==> src/rtl/ssm_pkg.sv <==
package ssm_pkg;

  localparam int DW = 16;

  localparam logic [4:0] OFS_CTLA = 5'h00;
  localparam logic [4:0] OFS_CTLB = 5'h04;
  localparam logic [4:0] OFS_DATA = 5'h08;
  localparam logic [4:0] OFS_STAT = 5'h0C;
  localparam logic [4:0] OFS_PSC  = 5'h10;
  localparam logic [4:0] OFS_INT  = 5'h14;

  typedef enum logic {SH_IDLE, SH_XFER} sh_state_t;

  // Bits per frame from the length field; the smallest legal frame is 4 bits.
  function automatic logic [4:0] frame_bits(input logic [3:0] fld);
    return (fld < 4'd3) ? 5'd4 : ({1'b0, fld} + 5'd1);
  endfunction

  // Half period of sclk in system clocks: prescale/2 times (rate+1).
  function automatic logic [15:0] half_period(input logic [6:0] psc_half,
                                              input logic [7:0] rate);
    logic [6:0] p;
    p = (psc_half == 7'd0) ? 7'd1 : psc_half;
    return 16'(p) * (16'(rate) + 16'd1);
  endfunction

endpackage

==> src/rtl/ssm_fifo.sv <==
module ssm_fifo #(
  parameter int W     = 16,
  parameter int DEPTH = 8
) (
  input  logic                         clk,
  input  logic                         rst_n,
  input  logic                         flush,
  input  logic                         push,
  input  logic [W-1:0]                 wdata,
  input  logic                         pop,
  output logic [W-1:0]                 rdata,
  output logic [$clog2(DEPTH+1)-1:0]   count,
  output logic                         full,
  output logic                         empty
);
  localparam int PW = (DEPTH > 1) ? $clog2(DEPTH) : 1;
  localparam int CW = $clog2(DEPTH+1);

  logic [W-1:0]  mem [DEPTH];
  logic [PW-1:0] wptr, rptr;
  logic          do_push, do_pop;

  function automatic logic [PW-1:0] step(input logic [PW-1:0] p);
    return (p == PW'(DEPTH-1)) ? '0 : p + 1'b1;
  endfunction

  assign full    = (count == CW'(DEPTH));
  assign empty   = (count == '0);
  assign do_push = push && !full;
  assign do_pop  = pop && !empty;
  assign rdata   = mem[rptr];

  always_ff @(posedge clk) begin
    if (do_push) mem[wptr] <= wdata;
  end

  always_ff @(posedge clk or negedge rst_n) begin
    if (!rst_n) begin
      wptr  <= '0;
      rptr  <= '0;
      count <= '0;
    end else if (flush) begin
      wptr  <= '0;
      rptr  <= '0;
      count <= '0;
    end else begin
      if (do_push) wptr <= step(wptr);
      if (do_pop)  rptr <= step(rptr);
      case ({do_push, do_pop})
        2'b10:   count <= count + 1'b1;
        2'b01:   count <= count - 1'b1;
        default: count <= count;
      endcase
    end
  end
endmodule

==> src/rtl/ssm_shifter.sv <==
module ssm_shifter
  import ssm_pkg::*;
#(
  parameter int W   = DW,
  parameter int HPW = 16
) (
  input  logic           clk,
  input  logic           rst_n,
  input  logic           enable,
  input  logic           cpol,
  input  logic           cpha,
  input  logic [4:0]     nbits,
  input  logic [HPW-1:0] half_per,
  input  logic           tx_avail,
  input  logic [W-1:0]   tx_data,
  input  logic           rx_in,
  output logic           tx_pop,
  output logic           sclk,
  output logic           mosi,
  output logic           active,
  output logic           done,
  output logic [W-1:0]   rx_word
);
  sh_state_t      state;
  logic [HPW-1:0] tcnt;
  logic [5:0]     edge_i;
  logic [W-1:0]   tsr, rsr, rx_shift;
  logic           sclk_r;
  logic           edge_tick, last_edge, leading, sample_now, launch_now;
  logic [5:0]     last_idx;

  assign last_idx   = {nbits, 1'b0} - 6'd1;
  assign edge_tick  = (state == SH_XFER) && (tcnt == '0);
  assign last_edge  = (edge_i == last_idx);
  assign leading    = !edge_i[0];
  assign sample_now = edge_tick && (leading ^ cpha);
  assign launch_now = edge_tick && !(leading ^ cpha) && (edge_i != 6'd0) && !last_edge;
  assign rx_shift   = {rsr[W-2:0], rx_in};

  assign tx_pop  = enable && (state == SH_IDLE) && tx_avail;
  assign done    = edge_tick && last_edge;
  assign rx_word = sample_now ? rx_shift : rsr;
  assign active  = (state == SH_XFER);
  assign sclk    = sclk_r;
  assign mosi    = tsr[W-1];

  always_ff @(posedge clk or negedge rst_n) begin
    if (!rst_n) begin
      state  <= SH_IDLE;
      tcnt   <= '0;
      edge_i <= '0;
      tsr    <= '0;
      rsr    <= '0;
      sclk_r <= 1'b0;
    end else if (!enable) begin
      state  <= SH_IDLE;
      tcnt   <= '0;
      edge_i <= '0;
      sclk_r <= cpol;
    end else begin
      case (state)
        SH_IDLE: begin
          sclk_r <= cpol;
          if (tx_avail) begin
            state  <= SH_XFER;
            tsr    <= tx_data << (5'(W) - nbits);
            rsr    <= '0;
            edge_i <= '0;
            tcnt   <= half_per - 1'b1;
          end
        end
        default: begin
          if (tcnt != '0) begin
            tcnt <= tcnt - 1'b1;
          end else begin
            tcnt   <= half_per - 1'b1;
            sclk_r <= ~sclk_r;
            edge_i <= edge_i + 6'd1;
            if (sample_now) rsr <= rx_shift;
            if (launch_now) tsr <= {tsr[W-2:0], 1'b0};
            if (last_edge)  state <= SH_IDLE;
          end
        end
      endcase
    end
  end
endmodule

==> src/rtl/sync_serial_master.sv <==
module sync_serial_master
  import ssm_pkg::*;
#(
  parameter int FIFO_DEPTH = 8,
  parameter int IRQ_LEVEL  = 4
) (
  input  logic        clk,
  input  logic        rst_n,
  input  logic        bus_wr,
  input  logic        bus_rd,
  input  logic [4:0]  bus_addr,
  input  logic [1:0]  bus_be,
  input  logic [15:0] bus_wdata,
  output logic [15:0] bus_rdata,
  output logic        sclk,
  output logic        mosi,
  input  logic        miso,
  output logic        frame_n,
  output logic        irq
);
  localparam int CW = $clog2(FIFO_DEPTH+1);
  localparam logic [CW-1:0] LVL = CW'(IRQ_LEVEL);

  logic [15:0]   ctl0;
  logic [6:0]    ctl1;
  logic [6:0]    psc_half;
  logic          ror_flag;

  // Named events for the checker
  logic          port_en, loopback, frame_done, ovr_event, shift_active;
  logic [CW-1:0] tx_cnt, rx_cnt;
  logic          tx_full, tx_empty, rx_full, rx_empty;
  logic          tx_push, tx_pop, rx_push, rx_pop;
  logic [DW-1:0] tx_word, tx_head, rx_head, rx_word;
  logic [4:0]    nbits;
  logic [15:0]   hper;
  logic          rx_req, tx_req, rx_in;
  logic [2:0]    int_stat;
  logic [4:0]    status;
  logic          hit_ctla, hit_ctlb, hit_data, hit_stat, hit_psc, hit_int;

  assign hit_ctla = (bus_addr == OFS_CTLA);
  assign hit_ctlb = (bus_addr == OFS_CTLB);
  assign hit_data = (bus_addr == OFS_DATA);
  assign hit_stat = (bus_addr == OFS_STAT);
  assign hit_psc  = (bus_addr == OFS_PSC);
  assign hit_int  = (bus_addr == OFS_INT);

  assign port_en  = ctl1[4];
  assign loopback = ctl1[3];
  assign nbits    = frame_bits(ctl0[3:0]);
  assign hper     = half_period(psc_half, ctl0[15:8]);

  assign tx_word  = {bus_be[1] ? bus_wdata[15:8] : 8'h00,
                     bus_be[0] ? bus_wdata[7:0]  : 8'h00};
  assign tx_push  = bus_wr && hit_data && port_en && (bus_be != 2'b00);
  assign rx_pop   = bus_rd && hit_data && !rx_empty;
  assign rx_push  = frame_done && !rx_full;
  assign ovr_event = frame_done && rx_full;
  assign rx_in    = loopback ? mosi : miso;

  always_ff @(posedge clk or negedge rst_n) begin
    if (!rst_n) begin
      ctl0     <= '0;
      ctl1     <= '0;
      psc_half <= '0;
      ror_flag <= 1'b0;
    end else begin
      if (bus_wr && hit_ctla && bus_be[0]) ctl0[7:0]  <= bus_wdata[7:0];
      if (bus_wr && hit_ctla && bus_be[1]) ctl0[15:8] <= bus_wdata[15:8];
      if (bus_wr && hit_ctlb && bus_be[0]) ctl1       <= bus_wdata[6:0];
      if (bus_wr && hit_psc  && bus_be[0]) psc_half   <= bus_wdata[7:1];
      if (ovr_event)                 ror_flag <= 1'b1;
      else if (bus_wr && hit_int)    ror_flag <= 1'b0;
    end
  end

  ssm_fifo #(.W(DW), .DEPTH(FIFO_DEPTH)) u_txq (
    .clk(clk), .rst_n(rst_n), .flush(!port_en),
    .push(tx_push), .wdata(tx_word), .pop(tx_pop), .rdata(tx_head),
    .count(tx_cnt), .full(tx_full), .empty(tx_empty)
  );

  ssm_fifo #(.W(DW), .DEPTH(FIFO_DEPTH)) u_rxq (
    .clk(clk), .rst_n(rst_n), .flush(!port_en),
    .push(rx_push), .wdata(rx_word), .pop(rx_pop), .rdata(rx_head),
    .count(rx_cnt), .full(rx_full), .empty(rx_empty)
  );

  ssm_shifter #(.W(DW), .HPW(16)) u_shift (
    .clk(clk), .rst_n(rst_n), .enable(port_en),
    .cpol(ctl0[7]), .cpha(ctl0[6]), .nbits(nbits), .half_per(hper),
    .tx_avail(!tx_empty), .tx_data(tx_head), .rx_in(rx_in),
    .tx_pop(tx_pop), .sclk(sclk), .mosi(mosi), .active(shift_active),
    .done(frame_done), .rx_word(rx_word)
  );

  assign frame_n  = !shift_active;
  assign rx_req   = (rx_cnt >= LVL);
  assign tx_req   = port_en && (tx_cnt <= LVL);
  assign int_stat = {ror_flag & ctl1[2], tx_req & ctl1[1], rx_req & ctl1[0]};
  assign irq      = |int_stat;
  assign status   = {shift_active || !tx_empty, rx_full, !rx_empty, !tx_full, tx_empty};

  always_comb begin
    bus_rdata = 16'h0000;
    if (hit_ctla)      bus_rdata = ctl0;
    else if (hit_ctlb) bus_rdata = {9'd0, ctl1};
    else if (hit_data) bus_rdata = rx_empty ? 16'h0000 : rx_head;
    else if (hit_stat) bus_rdata = {11'd0, status};
    else if (hit_psc)  bus_rdata = {8'd0, psc_half, 1'b0};
    else if (hit_int)  bus_rdata = {13'd0, int_stat};
  end
endmodule

==> config.mk <==
export PLATFORM = sky130hd
export DESIGN_NAME = sync_serial_master
export DESIGN_NICKNAME = d
export VERILOG_FILES = /design/src/rtl/ssm_pkg.sv /design/src/rtl/ssm_fifo.sv /design/src/rtl/ssm_shifter.sv /design/src/rtl/sync_serial_master.sv
export SDC_FILE = /design/constraint.sdc
export NUM_CORES = 1
export LEC_CHECK = 0
export BUFFER_PORTS_ARGS = -buffer_cell sky130_fd_sc_hd__buf_2
export CORE_ASPECT_RATIO = 1.25
export CORE_UTILIZATION = 60
export CTS_CLUSTER_DIAMETER = 50
export DETAILED_ROUTE_END_ITERATION = 8
export PLACE_DENSITY = 0.75
export SYNTH_ARGS = -nofsm -noshare
export SYNTH_HDL_FRONTEND = slang
export SYNTH_SLANG_ARGS = --single-unit
export TNS_END_PERCENT = 30
==> constraint.sdc <==
create_clock -name clk -period 10.6 [get_ports clk]
set_clock_uncertainty 0.15 [all_clocks]
set_input_delay 0.53 -clock clk [delete_from_list [all_inputs] [get_ports clk]]
set_output_delay 0.53 -clock clk [all_outputs]
set_load 0.01 [all_outputs]
==> results of run 1 <==
[cells in the final DEF, fill, tap and decap left out, types with 44 or more instances in the layout]
master	count
and2_1	45
inv_1	79
mux4_2	54
dfrtp_1	104
edfxtp_1	256
o21ai_0	53
nor2_1	108
mux2i_1	59
buf_2	46
mux2_2	55
nand2_1	122
ha_1	57
a21oi_1	44
[flip-flops by register name, indices dropped and copies added (netlist names), 6 cells and up]
signal,count
ctl1,7
u_rxq.mem,128
u_shift.tcnt,16
u_shift.rsr,16
psc_half,7
u_txq.mem,128
u_shift.edge_i,6
u_shift.tsr,16
ctl0,16
[per-stage QoR]
stage / hold WS (ps) / setup WS, ps / util / cells / area (sq um)
after floorplan: 84.4 / 5490 / - / 1483 / 18900
after global placement: 300 / 4920 / 0.632 / 1884 / 19600
after detailed placement: 318 / 4750 / 0.632 / 1884 / 19600
after CTS: 99.6 / 4720 / 0.674 / 1954 / 20900
after global routing: 119 / 4380 / 0.674 / 1954 / 20900
final: 113 / 4720 / 0.674 / 1955 / 20900
[routing by layer]
| metal | vias to the layer above | GRT usage |
|---|---|---|
| li1 | 5504 | - |
| met1 | 6094 | 0.336 |
| met2 | 361 | 0.504 |
| met3 | 89 | 0.0343 |
| met4 | 0 | 0.103 |
| met5 | - | 0 |
[cell type report]
class                           instances  area [sq um]
Antenna cell                            1          2.50
Clock buffer                           49          1070
Clock inverter                         20           216
Fill cell                            2240         10100
Inverter                               80           300
Multi-Input combinational cell        960          7970
Sequential cell                       363         10400
Tap cell                              407           509
Timing Repair Buffer                   75           450
[worst register-to-register path: stages (launching register included)]
cell,delay [ps]
dfrtp_1,560
ha_1,260
nand3_1,160
xnor2_1,440
nand2_1,160
fa_1,540
fa_1,550
inv_1,50
fa_1,480
inv_1,50
fa_1,470
inv_1,40
ha_1,320
nor2b_1,170
o41ai_1,430
o21ai_0,220
o41ai_1,420
xor2_1,170
o21ai_0,90
[logic make-up (layout without fill, tap and decap cells)]
kind of cell | Yosys count | in the layout | share of synthesized area
AOI/OAI and AO/OA | 205 | 205 | 0.0721
buffers and inverters | 160 | 224 | 0.0330
DFF | 363 | 363 | 0.548
and+or+nand+nor | 443 | 443 | 0.116
other | 0 | 1 | 0
muxes | 168 | 168 | 0.128
adders and majority gates | 98 | 98 | 0.0810
xor gates and xnor gates | 46 | 46 | 0.0220
[repair_timing]
| action | in CTS | in global routing |
|---|---|---|
| endpoints found under the hold margin | 36 | 0 |
| setup buffers | 0 | 0 |
| hold buffers | 1 | 0 |
[where the power goes]
part / total [mW] / internal [mW] / switching (mW)
Sequential: 1.56 / 1.53 / 0.0327
Clock: 1.35 / 0.796 / 0.558
Combinational: 0.716 / 0.309 / 0.407
[how the worst min path moves through the flow]
stage / end / slack (ps) / from
final: ctl0[14] / 110 / bus_wdata[14]
after global routing: ctl0[9] / 120 / bus_wdata[9]
after CTS: ctl0[9] / 100 / bus_wdata[9]
after detailed placement: u_shift.rsr[15] / 320 / u_shift.rsr[15]
after global placement: u_shift.rsr[15] / 300 / u_shift.rsr[15]
after floorplan: ctl0[0] / 80 / rst_n
==> results.yml, run 1 <==
status:
  outcome: "finished, final reports clean"
floorplanning:
  die_w_microns: 161
  core_sq_um: 31000
  die-height_microns: 201
  die-area_sq_um: 32300
  num_rows: 72
  io_pins: 48
  start_util: 0.611
synthesis:
  synth_area_leaders: "edfxtp_1 (41%), dfrtp_1 (14%), mux4_2 (6.4%)"
  syn_avg_cell_area_sq_um: 12.8
  syn_area_sq_um: 18900
  yosysMostFrequentCell: "edfxtp_1"
  synth_nets: 1609
  synth.distinct_cells: 68
  ys_ff_latch: 363
  synth_warnings: 0
  synth_cells: 1483
  synth.top_cell.area_share: 0.406
  yosysSeqAreaShare: 0.548
  synth.largest_area_cell: "edfxtp_1"
  async_reset_ff_frac: 0.295
  synthTopCellsByCount: "edfxtp_1 (256), nand2_1 (122), nor2_1 (108), dfrtp_1 (107), inv_1 (79)"
  synth-edff-count: 256
  synth-main-ff-cell: "edfxtp_1"
clock_tree:
  htree_levels: 2
  cts_root_buffer: "clkbuf_16"
  cts_tree: "built"
  clockBufferDepth: 3
  clock_sinks: 363
  cts_made_buffers: 40
  cts_resized: 0
  clk_latency_ps: 540
  clkTransAtPathRegs_ps: 60
sta:
  fin_crit_sh: 0.555
  finalCriticalPeriod_ps: 5880
  setup_viol_count_final: 0
  slew_headroom: 0.181
  rsz0062_at_grt: "no"
  tns_ps: 0
  drv_slew: 0
  max_freq_mhz: 170
  max_slew.worst_pin.slew_ps: 1230
  final_hold_viol_count: 0
global_routing:
  grt_start_max_net_pins: 72
  grt_pass1_wl_mm: 68.8
  antenna_found_initial: 1
  grt_pass1_vias: 12545
  gr-total-overflow: 0
  track_usage: 0.278
hold_path:
  hold_depth: 2
  min_path_type: "primary input to register"
worst_setup_path:
  crit_arrival_ps: 6120
  worst_path_most_repeated_cell: "fa_1"
  cp_num_buf_inv: 3
  reg2reg_to: "u_shift.tcnt[14]"
  crit_slowest_cell: "dfrtp_1"
  cp_slowest_stage_delay_ps: 560
  cp-startpoint: "ctl0[8]"
  crit_fanout: 12
  crit_end: "u_shift.tcnt[14]"
  worstSetupPathType: "register to register"
  end_kind: "register"
  path_delay_family: "adder cells"
  crit_required_ps: 10830
  r2r_cells: 18
  r2r_start: "ctl0[8]"
  ff2ff_setup_slack_ps: 4720
  crit_chain: "ha_1 -> nand3_1 -> xnor2_1 -> nand2_1 -> fa_1 -> fa_1 -> inv_1 -> fa_1 -> inv_1 -> fa_1 -> inv_1 -> ha_1 -> nor2b_1 -> o41ai_1 -> o21ai_0 -> o41ai_1 -> xor2_1 -> o21ai_0"
  start_kind: "register"
  cp_num_cells: 18
route:
  wirelength_mm: 43.2
  viasPerCell: 6.16
  dr_wl_met2_mm: 22.9
  wl_met1_mm: 16.7
  routed.top_layer: "met4"
  first_iter_violations: 995
  routedWlPerCell_microns: 22.1
  drcViolationCount: 0
  routed-via-count: 12048
  first_pass_iters: 6
  ant_nets: 0
  wl_met3_mm: 2.05
pwr:
  power_density_nw_per_um2: 174
  p_total_mw: 3.63
  power_leakage_nw: 7.72
  peakVddDrop_v: 0.000168
layout:
  areaGrowthSynthToFinish_pct: 10.3
  drive_gt1_frac: 0.169
  nets: 1646
place:
  numPortBuffers: 47
  gp_congestion: 0.895
  dpl.hpwl_mm: 29.9
flow_run:
  max-cap-violations: 0
(Power assumes the default switching activity.)
==> inputs of run 2 (changes only) <==
==> constraint.sdc (replaced) <==
create_clock -name clk -period 6 [get_ports clk]
set_clock_uncertainty 0.15 [all_clocks]
set_input_delay 0.3 -clock clk [delete_from_list [all_inputs] [get_ports clk]]
set_output_delay 0.3 -clock clk [all_outputs]
set_load 0.01 [all_outputs]
==> run 2 against run 1 <==
Largest power group unchanged. Count of clock-buffer cells in the layout rose by 1. Core utilization rose by 1.0 points. Critical path depth did not move. Register-to-register slack got worse by 4200 ps. Final cell count rose by 1.6%. Clock power rose by 83%. Global-route usage barely moved. Routed wire length fell by 0.23%. Highest routed layer unchanged. Die area did not move. Sequential power rose by 76%. Final area rose by 1.5%.
==> results.yml, run 2 (same netlist as run 1, synthesis figures left out) <==
worst_setup_path:
  r2r_cells: 18
  crit_required_ps: 6220
  cp-startpoint: "ctl0[8]"
  reg2reg_to: "u_shift.tcnt[14]"
  path_delay_family: "adder cells"
  ff2ff_setup_slack_ps: 510
  cp_num_buf_inv: 2
  start_kind: "register"
  worstSetupPathType: "register to register"
  end_kind: "register"
  cp_slowest_stage_delay_ps: 530
  crit_chain: "ha_1 -> nand3_1 -> nor2_1 -> and3_1 -> and2_1 -> fa_1 -> fa_1 -> fa_1 -> inv_1 -> fa_1 -> inv_1 -> ha_1 -> and3_1 -> a21oi_1 -> o21ai_0 -> o41ai_1 -> xor2_1 -> o21ai_0"
  crit_slowest_cell: "dfrtp_1"
  crit_fanout: 12
  r2r_start: "ctl0[8]"
  worst_path_most_repeated_cell: "fa_1"
  cp_num_cells: 18
  crit_arrival_ps: 5710
route:
  wirelength_mm: 43.1
  routed-via-count: 12261
  routedWlPerCell_microns: 21.7
  first_iter_violations: 809
  first_pass_iters: 5
  ant_nets: 0
  drcViolationCount: 0
  viasPerCell: 6.17
global_routing:
  grt_pass1_wl_mm: 68.7
  track_usage: 0.277
  grt_pass1_vias: 12694
  antenna_found_initial: 0
  gr-total-overflow: 0
  grt_start_max_net_pins: 65
sta:
  fin_crit_sh: 0.915
  max_slew.worst_pin.slew_ps: 1170
  drv_slew: 0
  rsz0062_at_grt: "no"
  finalCriticalPeriod_ps: 5490
  max_freq_mhz: 182
  setup_slack_ps: 509
  slew_headroom: 0.221
  setup_viol_count_final: 0
  tns_ps: 0
  final_hold_viol_count: 0
layout:
  drive_gt1_frac: 0.179
  num_antenna_cells: 0
  final_common_cell: "edfxtp_1"
  top_regs: "u_rxq.mem x128, u_txq.mem x128"
  nets: 1675
  areaGrowthSynthToFinish_pct: 12.0
  final_cells: 1986
  layout_common_cells: "edfxtp_1 (256), nand2_1 (122), nor2_1 (108), dfrtp_1 (104), inv_1 (79)"
floorplanning:
  num_rows: 72
  die-area_sq_um: 32300
  core_sq_um: 31000
  io_pins: 48
  die_w_microns: 161
  start_util: 0.611
  die-height_microns: 201
clock_tree:
  cts_made_buffers: 40
  clockBufferDepth: 3
  clkTransAtPathRegs_ps: 60
  clock_sinks: 363
  htree_levels: 2
  clk_latency_ps: 540
  cts_tree: "built"
  cts_root_buffer: "clkbuf_16"
place:
  numPortBuffers: 47
  dpl.hpwl_mm: 29.6
  dp_slack_ps: 398
  gp_congestion: 0.906
  dp_cells: 1898
pwr:
  power_leakage_nw: 7.95
  power_density_nw_per_um2: 309
  peakVddDrop_v: 0.000227
hold_path:
  min_from: "bus_rd"
  hold_depth: 5
  hold_end: "u_rxq.rptr[2]"
  min_path_type: "primary input to register"
flow_run:
  max-cap-violations: 0
status:
  outcome: "finished, final reports clean"
run 2: report_power, final:
part	leakage (nW)	internal [mW]	switching, mW	total, mW
registers	3.61	2.70	0.0464	2.75
logic	3.70	0.580	0.749	1.33
clock network	0.640	1.46	1.01	2.47
total	7.95	4.74	1.81	6.55
run 2: how the worst max path moves through the flow:
stage | end | slack [ps]
floorplan | u_rxq.mem[0][0] | 890
global placement | u_shift.tcnt[14] | 570
detailed placement | u_shift.tcnt[14] | 400
CTS | u_shift.tcnt[14] | 370
global route | u_shift.tcnt[14] | 60
finish | u_shift.tcnt[14] | 510
run 2: final cells by class:
type | count | area (sq um)
Clock buffer | 50 | 1070
Clock inverter | 22 | 265
Fill cell | 2212 | 9800
Inverter | 80 | 300
Multi-Input combinational cell | 960 | 7970
Sequential cell | 363 | 10400
Tap cell | 407 | 509
Timing Repair Buffer | 104 | 706
run 2: metal layers:
metal | part of all wire | GRT usage | vias up
met4 | 0.039 | 0.113 | 0
met1 | 0.38 | 0.335 | 6209
met5 | 0 | 0 | -
met3 | 0.047 | 0.0335 | 105
li1 | - | - | 5561
met2 | 0.53 | 0.501 | 386
run 2: timing repair:
item	in CTS	in global routing
endpoints found under the setup margin	0	1
gates resized for setup	0	1
hold buffers	16	0
endpoints found under the hold margin	86	0
setup buffers	0	0
run 2: worst register-to-register path, delay by kind of cell, from the launching register on:
family | cells | cell delay (ps)
xor gates and xnor gates | 1 | 180
and+or+nand+nor | 5 | 1110
DFF | 1 | 530
adders and majority gates | 6 | 2480
buffers and inverters | 2 | 100
AOI/OAI and AO/OA | 4 | 790
run 2: stage by stage:
step                hold slack [ps]  power [mW]  cell area [sq um]   util
global placement                274        4.07              19700  0.635
CTS                            5.30        6.57              21200  0.684
global route                   40.9        6.84              21200  0.684
detailed placement              276        4.09              19700  0.635
finish                         12.7        6.55              21200  0.684
floorplan                      -146        3.78              18900      -
